<file path="src/rtl/gtc_pkg.sv">
package gtc_pkg;
  typedef enum logic {
    ST_IDLE = 1'b0,
    ST_RUN  = 1'b1
  } gtc_state_e;
endpackage

</file>
<file path="src/rtl/gtc_span.sv">
// Works out which granules and tag bytes an access covers.
module gtc_span #(
  parameter int ADDR_W    = 32,
  parameter int LEN_W     = 9,
  parameter int GRAN_LOG2 = 4,
  parameter int CNT_W     = 6,
  localparam int MEM_AW   = ADDR_W - GRAN_LOG2 - 1
) (
  input  logic [ADDR_W-1:0] addr_i,
  input  logic [LEN_W-1:0]  len_m1_i,
  output logic [MEM_AW-1:0] first_byte_o,
  output logic [CNT_W-1:0]  tag_cnt_o,
  output logic [CNT_W-1:0]  byte_cnt_o,
  output logic              odd_o
);
  logic [LEN_W:0]   off_sum;
  logic [CNT_W-1:0] g_span;
  logic [CNT_W-1:0] b_span;

  always_comb begin
    off_sum      = {1'b0, len_m1_i} + (LEN_W+1)'(addr_i[GRAN_LOG2-1:0]);
    g_span       = CNT_W'(off_sum >> GRAN_LOG2);
    odd_o        = addr_i[GRAN_LOG2];
    b_span       = (CNT_W'(odd_o) + g_span) >> 1;
    tag_cnt_o    = g_span + CNT_W'(1);
    byte_cnt_o   = b_span + CNT_W'(1);
    first_byte_o = addr_i[ADDR_W-1:GRAN_LOG2+1];
  end
endmodule

</file>
<file path="src/rtl/gtc_pair_cmp.sv">
// Compares the two nibbles of one tag byte against the pointer tag.
module gtc_pair_cmp #(
  parameter int CNT_W = 6
) (
  input  logic [7:0]       data_i,
  input  logic [3:0]       tag_i,
  input  logic             skip_lo_i,
  input  logic [CNT_W-1:0] rem_i,
  output logic [1:0]       ok_cnt_o,
  output logic             miss_o,
  output logic             final_o
);
  logic [7:0] diff;
  logic       hi_en;

  always_comb begin
    diff     = data_i ^ {tag_i, tag_i};
    hi_en    = skip_lo_i ? (rem_i >= CNT_W'(1)) : (rem_i >= CNT_W'(2));
    ok_cnt_o = 2'd0;
    miss_o   = 1'b0;
    if (!skip_lo_i) begin
      if (diff[3:0] != 4'h0) begin
        miss_o = 1'b1;
      end else begin
        ok_cnt_o = 2'd1;
        if (hi_en) begin
          if (diff[7:4] != 4'h0) miss_o = 1'b1;
          else                   ok_cnt_o = 2'd2;
        end
      end
    end else if (hi_en) begin
      if (diff[7:4] != 4'h0) miss_o = 1'b1;
      else                   ok_cnt_o = 2'd1;
    end
    final_o = miss_o || (CNT_W'(ok_cnt_o) == rem_i);
  end
endmodule

</file>
<file path="src/rtl/gtc_fetch.sv">
// Issues back-to-back tag byte reads and tracks the one in flight.
module gtc_fetch #(
  parameter int MEM_AW = 27,
  parameter int CNT_W  = 6
) (
  input  logic              clk_i,
  input  logic              rst_ni,
  input  logic              load_i,
  input  logic [MEM_AW-1:0] base_i,
  input  logic [CNT_W-1:0]  count_i,
  input  logic              run_i,
  output logic              req_o,
  output logic [MEM_AW-1:0] addr_o,
  output logic              pend_o
);
  logic [MEM_AW-1:0] addr_q;
  logic [CNT_W-1:0]  left_q;
  logic              pend_q;

  assign req_o  = run_i && (left_q != '0);
  assign addr_o = addr_q;
  assign pend_o = pend_q;

  always_ff @(posedge clk_i or negedge rst_ni) begin
    if (!rst_ni) begin
      addr_q <= '0;
      left_q <= '0;
      pend_q <= 1'b0;
    end else begin
      pend_q <= req_o;
      if (load_i) begin
        addr_q <= base_i;
        left_q <= count_i;
      end else if (req_o) begin
        addr_q <= addr_q + MEM_AW'(1);
        left_q <= left_q - CNT_W'(1);
      end
    end
  end
endmodule

</file>
<file path="src/rtl/gtc_unit.sv">
module gtc_unit #(
  parameter int ADDR_W    = 32,
  parameter int LEN_W     = 9,
  parameter int GRAN_LOG2 = 4,
  localparam int MEM_AW   = ADDR_W - GRAN_LOG2 - 1,
  localparam int CNT_W    = LEN_W - GRAN_LOG2 + 1
) (
  input  logic              clk_i,
  input  logic              rst_ni,
  input  logic              start_i,
  input  logic [ADDR_W-1:0] addr_i,
  input  logic [LEN_W-1:0]  len_m1_i,
  input  logic [3:0]        ptr_tag_i,
  input  logic              bypass_i,
  output logic              busy_o,
  output logic              done_o,
  output logic              pass_o,
  output logic [ADDR_W-1:0] fault_addr_o,
  output logic              mem_req_o,
  output logic [MEM_AW-1:0] mem_addr_o,
  input  logic [7:0]        mem_rdata_i
);
  import gtc_pkg::*;

  gtc_state_e        state_q;
  logic [ADDR_W-1:0] start_q;
  logic [3:0]        tag_q;
  logic              skip_lo_q;
  logic [CNT_W-1:0]  rem_q;
  logic [CNT_W-1:0]  n_ok_q;
  logic              done_q;
  logic              pass_q;
  logic [ADDR_W-1:0] fault_q;

  logic [MEM_AW-1:0] first_byte;
  logic [CNT_W-1:0]  tag_cnt;
  logic [CNT_W-1:0]  byte_cnt;
  logic              odd;
  logic              accept;
  logic              load;
  logic              pend;
  logic              consume;
  logic [1:0]        ok_cnt;
  logic              miss;
  logic              fin;
  logic [CNT_W-1:0]  n_sum;
  logic [ADDR_W-1:0] fault_calc;

  gtc_span #(
    .ADDR_W(ADDR_W), .LEN_W(LEN_W), .GRAN_LOG2(GRAN_LOG2), .CNT_W(CNT_W)
  ) i_span (
    .addr_i      (addr_i),
    .len_m1_i    (len_m1_i),
    .first_byte_o(first_byte),
    .tag_cnt_o   (tag_cnt),
    .byte_cnt_o  (byte_cnt),
    .odd_o       (odd)
  );

  assign accept = start_i && (state_q == ST_IDLE);
  assign load   = accept && !bypass_i;

  gtc_fetch #(.MEM_AW(MEM_AW), .CNT_W(CNT_W)) i_fetch (
    .clk_i  (clk_i),
    .rst_ni (rst_ni),
    .load_i (load),
    .base_i (first_byte),
    .count_i(byte_cnt),
    .run_i  (state_q == ST_RUN),
    .req_o  (mem_req_o),
    .addr_o (mem_addr_o),
    .pend_o (pend)
  );

  gtc_pair_cmp #(.CNT_W(CNT_W)) i_cmp (
    .data_i   (mem_rdata_i),
    .tag_i    (tag_q),
    .skip_lo_i(skip_lo_q),
    .rem_i    (rem_q),
    .ok_cnt_o (ok_cnt),
    .miss_o   (miss),
    .final_o  (fin)
  );

  assign consume = (state_q == ST_RUN) && pend;

  always_comb begin
    n_sum = n_ok_q + CNT_W'(ok_cnt);
    if (n_sum == '0)
      fault_calc = start_q;
    else
      fault_calc = {start_q[ADDR_W-1:GRAN_LOG2], {GRAN_LOG2{1'b0}}}
                 + (ADDR_W'(n_sum) << GRAN_LOG2);
  end

  always_ff @(posedge clk_i or negedge rst_ni) begin
    if (!rst_ni) begin
      state_q   <= ST_IDLE;
      start_q   <= '0;
      tag_q     <= '0;
      skip_lo_q <= 1'b0;
      rem_q     <= '0;
      n_ok_q    <= '0;
      done_q    <= 1'b0;
      pass_q    <= 1'b0;
      fault_q   <= '0;
    end else begin
      done_q <= 1'b0;
      if (accept) begin
        if (bypass_i) begin
          done_q  <= 1'b1;
          pass_q  <= 1'b1;
          fault_q <= '0;
        end else begin
          state_q   <= ST_RUN;
          start_q   <= addr_i;
          tag_q     <= ptr_tag_i;
          skip_lo_q <= odd;
          rem_q     <= tag_cnt;
          n_ok_q    <= '0;
        end
      end else if (consume) begin
        skip_lo_q <= 1'b0;
        rem_q     <= rem_q - CNT_W'(ok_cnt);
        n_ok_q    <= n_sum;
        if (fin) begin
          state_q <= ST_IDLE;
          done_q  <= 1'b1;
          pass_q  <= !miss;
          fault_q <= miss ? fault_calc : '0;
        end
      end
    end
  end

  assign busy_o       = (state_q == ST_RUN);
  assign done_o       = done_q;
  assign pass_o       = pass_q;
  assign fault_addr_o = fault_q;
endmodule

</file>
<file path="config.mk">
export PLATFORM = sky130hd
export DESIGN_NAME = gtc_unit
export DESIGN_NICKNAME = d
export VERILOG_FILES = /design/src/rtl/gtc_pkg.sv /design/src/rtl/gtc_span.sv /design/src/rtl/gtc_pair_cmp.sv /design/src/rtl/gtc_fetch.sv /design/src/rtl/gtc_unit.sv
export SDC_FILE = /design/constraint.sdc
export NUM_CORES = 1
export LEC_CHECK = 0
export BUFFER_PORTS_ARGS = -buffer_cell sky130_fd_sc_hd__buf_2
export CAP_MARGIN = 20
export CELL_PAD_IN_SITES_DETAIL_PLACEMENT = 1
export CELL_PAD_IN_SITES_GLOBAL_PLACEMENT = 1
export CORE_MARGIN = 4
export CORE_UTILIZATION = 45
export DETAILED_ROUTE_END_ITERATION = 7
export HOLD_SLACK_MARGIN = 0.1
export PLACE_DENSITY_LB_ADDON = 0.1
export SETUP_SLACK_MARGIN = 0.15
export SYNTH_ARGS = -nofsm -noshare
export SYNTH_HDL_FRONTEND = slang
export SYNTH_SLANG_ARGS = --single-unit
export TNS_END_PERCENT = 5
</file>
<file path="constraint.sdc">
create_clock -name clk_i -period 8 [get_ports clk_i]
set_input_delay 1.6 -clock clk_i [delete_from_list [all_inputs] [get_ports clk_i]]
set_output_delay 1.6 -clock clk_i [all_outputs]
set_load 0.005 [all_outputs]
</file>
==> qor.csv, run 1 <==
metric,value,unit
maxSlewHeadroom,37.4,%
vias,5889,
num_rows,43,
synth_edf_count,0,
grt_remaining_overflow,0,
cp_num_buf_inv,2,
ys_async_sr_fraction,100,%
core_area,0.0140,mm²
synth_seq_area_share,45.1,%
numCtsBuffers,17,
status,"finished, final reports clean",
cts_tree,built,
routed_wl,20100,µm
cts.sinks,118,
die_area,0.0165,mm²
hpwl,14400,µm
fmax,183,MHz
ys_seq_elements,118,
worstSetupEndpointType,flip-flop,
cpLargestDelayFamily,simple AND/OR/NAND/NOR gates,
grt_use_total,25.2,%
hold_class,reg -> reg,
fin_worst_skew,0.00667,ns
pwr-share-seq,40.3,%
chipHeight,129,µm
arrival,5.78,ns
wire_per_inst,19.8,µm
hold_viol_final,0,
synth_compound_area_share,14.2,%
grt_max_degree,80,
place_area,0.00724,mm²
switching_share,39.2,%
power_density,367,mW/mm²
vias_per_cell,5.79,
ir_drop,158,µV
grt_antenna_before_repair,0,
fin_setup_tns,0,ns
cp_slowest_cell,or4_1,
grt_pass1_wl,32900,µm
post-route-drc-count,0,
cp_slowest_stage_delay,0.69,ns
clkPwrFrac,25.6,%
start_util,46.6,%
crit_type,in -> reg,
area_growth,19.5,%
ant_nets,0,
leakage,3.79,nW
ios,120,
layout-drive-gt1-share,20.1,%
final_cell_area,0.00782,mm²
finalCritPeriodShare,68.2,%
synth_top_family_by_area,simple AND/OR/NAND/NOR gates,
synth_fa_ha_area_share,4.89,%
cts_root_buf,clkbuf_16,
power_switching,1.13,mW
min_period,5.45,ns
yosys.area_share.simple,22.0,%
syn_avg_cell_area,9.12,µm²
dr.pass1.iters,4,
report.final.setup_viol,0,
synthFlopType,dfrtp_1,
ctsLongestPathBuffers,2,
synthMuxAreaShare,1.07,%
synth-xor-area-share,8.96,%
p_comb_share,34.0,%
drt-initial-drc-count,406,
gp_congestion,0.871,
ctsHoldBuffers,0,
maxCapViolations,0,
final_nets,908,
port_buffers,119,
ctsResizeCount,0,
rsz0062_at_grt,false,
tightest_slew,0.940,ns
htree_levels,4,
syn_area,0.00655,mm²
intPower,1.75,mW
clkLatencyLatePin,0.41,ns
synth_cell_type_count,64,
start_kind,input pin,
path_clk_slew,0.06,ns
synthCells,718,
drv_slew,0,
ys_warn_count,0,
grt_pass1_vias,6244,
die_w,129,µm
antenna_cells,0,
cts_setup_buffers,0,
synth_nets,798,
worstPathRequired,8.33,ns
crit_chain,buf_2 > xor2_1 > nor4_2 > nand2_1 > or3_1 > inv_1 > ha_1 > a21o_1 > and2_1 > and3_1 > xor2_1 > ha_1 > a21oi_1 > nand2b_1 > or4_1 > a31oi_1,
worst-path-max-fanout,22,
through the flow:
stage	setup slack (ns)	hold slack (ns)	std cells	power, mW	util (%)
3_5_place_dp	2.16	0.468	988	2.13	51.6
6_report	2.55	0.471	1017	2.87	55.7
4_1_cts	2.56	0.479	1016	2.89	55.5
2_1_floorplan	2.92	0.447	718	1.72	-
3_3_place_gp	2.11	0.461	987	2.05	51.5
5_1_grt	2.23	0.505	1017	3.07	55.7
layer usage:
metal / vias up / wire [µm] / part of all wire (%) / global-route usage [%]
met1: 2991 / 9100 / 45 / 35.3
met3: 21 / 965 / 4.8 / 3.74
met4: 0 / 268 / 1.3 / 7.29
met5: - / 0 / 0 / 0
met2: 145 / 9780 / 49 / 41.0
li1: 2732 / - / - / -
worst paths after layout:
kind	cells past startpoint	start	slack, ns	end
worst max-delay path	16	mem_rdata_i[6]	2.55	fault_addr_o[31]$_DFFE_PN0P_
worst min-delay path	2	fault_addr_o[16]$_DFFE_PN0P_	0.47	fault_addr_o[16]$_DFFE_PN0P_
worst max register to register	15	rem_q[3]$_DFFE_PN0P_	3.32	fault_addr_o[21]$_DFFE_PN0P_
worst min register to register	2	fault_addr_o[16]$_DFFE_PN0P_	0.47	fault_addr_o[16]$_DFFE_PN0P_
max in group asynchronous	3	rst_ni	5.84	fault_addr_o[29]$_DFFE_PN0P_
min in group asynchronous	1	rst_ni	1.16	pass_o$_DFFE_PN0P_
cell usage after synthesis (all sizes together), types with 5 or more instances:
cell type	instances	area share [%]
o311a	9	1.4
a22o	12	1.6
xor2	37	5.0
a221o	9	1.4
and3	12	1.2
a21oi	10	0.76
dfrtp	118	45
nand4	15	1.5
nand3	29	2.4
xnor2	30	4.0
mux2i	7	1.1
nand2	169	9.7
inv	18	1.0
nor2	36	2.1
buf	17	1.7
a31oi	5	0.48
o21ai	63	4.9
ha	20	3.8
clkbuf	18	1.0
nor4	8	0.96
nor3	16	1.2
placed cells by master, fill, tap and decap left out, types with 3 or more instances in the layout:
master       n
a21o_1       4
buf_4        6
a211oi_1     4
a221o_1      9
o311a_1      9
nand3_1     27
clkbuf_1     3
a31oi_1      5
a21oi_1     10
o211ai_1     4
and3_1      11
ha_1        20
xor2_1      37
inv_1       17
nand4_1     14
clkbuf_8     3
fa_1         3
o21ai_1      6
xnor2_1     30
nand2b_1     3
clkinv_2     3
a22o_1      12
and4_1       4
or4_1        4
mux2i_1      7
nand2_1    168
nor4_1       6
buf_2      119
dfrtp_1    118
nor2_1      34
nor3_1      16
clkbuf_16   17
o21ai_0     55
worst reg2reg max path, stage by stage, from the launching register on:
cell and delay (ns):
dfrtp_1 0.45, nor4_1 0.54, nand2_1 0.15, nand2_1 0.11, nand2_1 0.05, o21ai_0 0.29
ha_1 0.25, fa_1 0.28, nand3_1 0.11, xnor2_1 0.28, ha_1 0.37, or2_2 0.34
a21oi_1 0.15, nand2b_1 0.70, nor3_1 0.15, a221o_1 0.34
final cells by class:
cell class                 instances  area [µm²]
sequential                       118        2950
clock inverter                     5        75.1
tap                              180         225
clock buffer                      23         478
fill                            1673        6220
inverter                          18        67.6
multi-input combinational        547        3360
timing repair buffer             126         668
logic make-up (layout without fill, tap and decap cells):
family | after synthesis | after routing
mux | 7 | 7
buf+inv | 53 | 172
simple gates | 311 | 311
compound gates | 138 | 138
flops | 118 | 118
fa+ha+maj | 24 | 24
xor+xnor | 67 | 67
flip-flops by register name, indices dropped and copies added, names as in the netlist:
name and count:
busy_o 1, done_o 1, fault_addr_o 32, i_fetch.addr_o 27, i_fetch.left_q 6, i_fetch.pend_o 1, n_ok_q 6, pass_o 1
rem_q 6, skip_lo_q 1, start_q 32, tag_q 4
power by group through the flow:
stage / sequential (mW) / clock, mW / combinational, mW
global route: 1.20 / 0.777 / 1.10
floorplan: 1.06 / 0 / 0.661
finish: 1.16 / 0.736 / 0.977
detailed placement: 1.15 / 0 / 0.973
global placement: 1.13 / 0 / 0.917
CTS: 1.15 / 0.744 / 0.990
(Power assumes the default switching activity.)
==> inputs of run 2 (changes only) <==
--- a/config.mk
+++ b/config.mk
@@ -10,7 +10,7 @@
 export CELL_PAD_IN_SITES_DETAIL_PLACEMENT = 1
 export CELL_PAD_IN_SITES_GLOBAL_PLACEMENT = 1
 export CORE_MARGIN = 4
-export CORE_UTILIZATION = 45
+export CORE_UTILIZATION = 38
 export DETAILED_ROUTE_END_ITERATION = 7
 export HOLD_SLACK_MARGIN = 0.1
 export PLACE_DENSITY_LB_ADDON = 0.1
==> constraint.sdc (replaced) <==
create_clock -name clk_i -period 4.6 [get_ports clk_i]
set_input_delay 0.92 -clock clk_i [delete_from_list [all_inputs] [get_ports clk_i]]
set_output_delay 0.92 -clock clk_i [all_outputs]
set_load 0.005 [all_outputs]
==> run 2 against run 1 <==
  * Critical endpoint is now fault_addr_o[23]$_DFFE_PN0P_
  * Largest power group unchanged
  * Cell count up 4.7%
  * First-iteration DRC count down 22%
  * Critical path type unchanged
  * Die area up 17%
  * Hold slack better by 0.0039 ns
  * Clock skew down 0.00072 ns
  * Via count down 2.4%
  * Highest routed layer unchanged
  * Worst setup slack worse by 2.1 ns
==> qor.csv, run 2 (synthesized netlist as in run 1, its figures left out) <==
metric,value,unit,change
vias_per_cell,5.40,,was 5.79
start_kind,input pin,,unchanged
hold_start,fault_addr_o[5]$_DFFE_PN0P_,,was fault_addr_o[16]$_DFFE_PN0P_
cts_tree,built,,unchanged
grt_pass1_vias,5997,,"was 6,244"
rsz0062_at_grt,false,,unchanged
r2r-start,rem_q[2]$_DFFE_PN0P_,,was rem_q[3]$_DFFE_PN0P_
grt_remaining_overflow,0,,unchanged
hold_end,fault_addr_o[5]$_DFFE_PN0P_,,was fault_addr_o[16]$_DFFE_PN0P_
numCtsBuffers,17,,unchanged
htree_levels,4,,unchanged
worst-path-max-fanout,22,,unchanged
die_area,0.0194,mm²,was 0.0165 mm²
leakage,3.81,nW,was 3.79 nW
cts_root_buf,clkbuf_16,,unchanged
ir_drop,296,µV,was 158 µV
finalCritPeriodShare,90.9,%,
die_w,139,µm,was 129 µm
crit_type,in -> reg,,unchanged
grt_pass1_wl,31700,µm,"was 32,900 µm"
layout-drive-gt1-share,21.2,%,was 20.1%
power_density,617,mW/mm²,was 367 mW/mm²
ios,120,,unchanged
chipHeight,139,µm,was 129 µm
vias,5747,,"was 5,889"
drt-initial-drc-count,316,,was 406
cts.sinks,118,,unchanged
wire_per_inst,18.1,µm,was 19.8 µm
fillers,1999,,"was 1,673"
ctsLongestPathBuffers,2,,unchanged
reg2regPathDepth,16,,was 15
fin_setup_tns,0,ns,unchanged
worstSetupEndpointType,flip-flop,,unchanged
clkLatencyLatePin,0.41,ns,about the same
grt_antenna_before_repair,0,,unchanged
hpwl,14400,µm,about the same
reg2reg_to,fault_addr_o[23]$_DFFE_PN0P_,,was fault_addr_o[21]$_DFFE_PN0P_
r2r_slack,0.57,ns,was 3.32 ns
arrival,4.47,ns,was 5.78 ns
routed_wl,19300,µm,"was 20,100 µm"
min_period,4.18,ns,
drv_slew,0,,unchanged
tightest_slew,0.932,ns,was 0.940 ns
path_clk_slew,0.05,ns,was 0.06 ns
final_cell_area,0.00791,mm²,was 0.00782 mm²
antenna_cells,0,,unchanged
num_rows,47,,was 43
area_growth,20.9,%,was 19.5%
maxSlewHeadroom,37.8,%,was 37.4%
hold_depth,2,,unchanged
status,"finished, final reports clean",,unchanged
hold_class,reg -> reg,,unchanged
core_area,0.0168,mm²,was 0.0140 mm²
ctsHoldBuffers,0,,unchanged
maxCapViolations,0,,unchanged
fin_worst_skew,0.00595,ns,was 0.00667 ns
report.final.setup_viol,0,,unchanged
gp_congestion,0.841,,was 0.871
final_common_cell,nand2_1,,unchanged
ant_nets,0,,unchanged
final_nets,916,,was 908
grt_max_degree,71,,was 80
post-route-drc-count,0,,unchanged
start_util,39.1,%,was 46.6%
grt_use_total,20.2,%,was 25.2%
worstPathRequired,4.89,ns,was 8.33 ns
fmax,239,MHz,
hold_viol_final,0,,unchanged
dr.pass1.iters,5,,was 4
port_buffers,119,,unchanged
most-common-layout-cells,"nand2_1 (168), dfrtp_1 (118), buf_2 (118)",,"was nand2_1 (168), buf_2 (119), dfrtp_1 (118)"
place_area,0.00737,mm²,was 0.00724 mm²
run 2: changes by cell type in the layout (fill, tap and decap cells not counted), sizes merged:
cell | before | now
clkbuf | 23 | 24
buf | 126 | 134
bufinv | 2 | 0
clkinvlp | 0 | 1
run 2: repair_timing:
item                       4_1_cts  5_1_grt
setup buffers                    0        0
resized for setup                0        2
setup endpoints to repair        0       17
run 2: worst max-delay path by stage:
stage	slack, ns	startpoint	to
after floorplan	0.20	mem_rdata_i[1]	fault_addr_o[21]$_DFFE_PN0P_
after global placement	0.06	mem_rdata_i[1]	fault_addr_o[31]$_DFFE_PN0P_
after detailed placement	-0.009	mem_rdata_i[1]	fault_addr_o[21]$_DFFE_PN0P_
final	0.42	mem_rdata_i[1]	fault_addr_o[23]$_DFFE_PN0P_
after CTS	0.42	rem_q[3]$_DFFE_PN0P_	fault_addr_o[20]$_DFFE_PN0P_
after global routing	0.22	mem_rdata_i[1]	fault_addr_o[20]$_DFFE_PN0P_
run 2: area by class of cell:
cell class                      count  area [µm²]  area share (%)
Multi-Input combinational cell    547        3370            42.6
Sequential cell                   118        2950            37.3
Timing Repair Buffer              134         723            9.14
Clock buffer                       24         502            6.34
Tap cell                          220         275            3.48
Inverter                           18        67.6           0.854
Clock inverter                      4        22.5           0.285
run 2: worst max-delay path, cell delays in order:
cell	delay, ns
buf_2	0.10
xor2_1	0.15
or4_1	0.53
or3_1	0.38
inv_1	0.09
ha_1	0.23
a21o_1	0.18
and2_1	0.18
and3_1	0.21
xor2_1	0.17
ha_1	0.31
a21oi_1	0.06
nand2b_1	0.17
buf_12	0.17
o311a_1	0.35
a221o_1	0.27
run 2: power breakdown:
| group | internal [mW] | total (mW) | switching, mW | leakage [nW] |
|---|---|---|---|---|
| logic | 0.748 | 1.69 | 0.944 | 2.06 |
| registers | 1.48 | 2.01 | 0.525 | 1.49 |
| clock network | 0.743 | 1.18 | 0.441 | 0.260 |
| total | 2.97 | 4.88 | 1.91 | 3.81 |
run 2: layer usage:
layer | vias up | part of all wire (%) | global-route usage, %
met4 | 0 | 1.2 | 5.61
met3 | 18 | 4.0 | 4.87
met1 | 2850 | 50 | 29.8
met5 | - | 0 | 0
li1 | 2754 | - | -
met2 | 125 | 45 | 29.8
run 2: stage by stage:
stage	cells	hold WS [ns]	power [mW]	utilization (%)	setup WS, ns
after floorplan	718	0.447	3.00	-	0.205
after global placement	1037	0.461	3.62	44.0	0.0576
after detailed placement	1037	0.471	3.72	44.0	-0.00892
after CTS	1065	0.485	4.93	47.1	0.421
after global routing	1065	0.503	5.28	47.2	0.221
final	1065	0.475	4.88	47.2	0.418
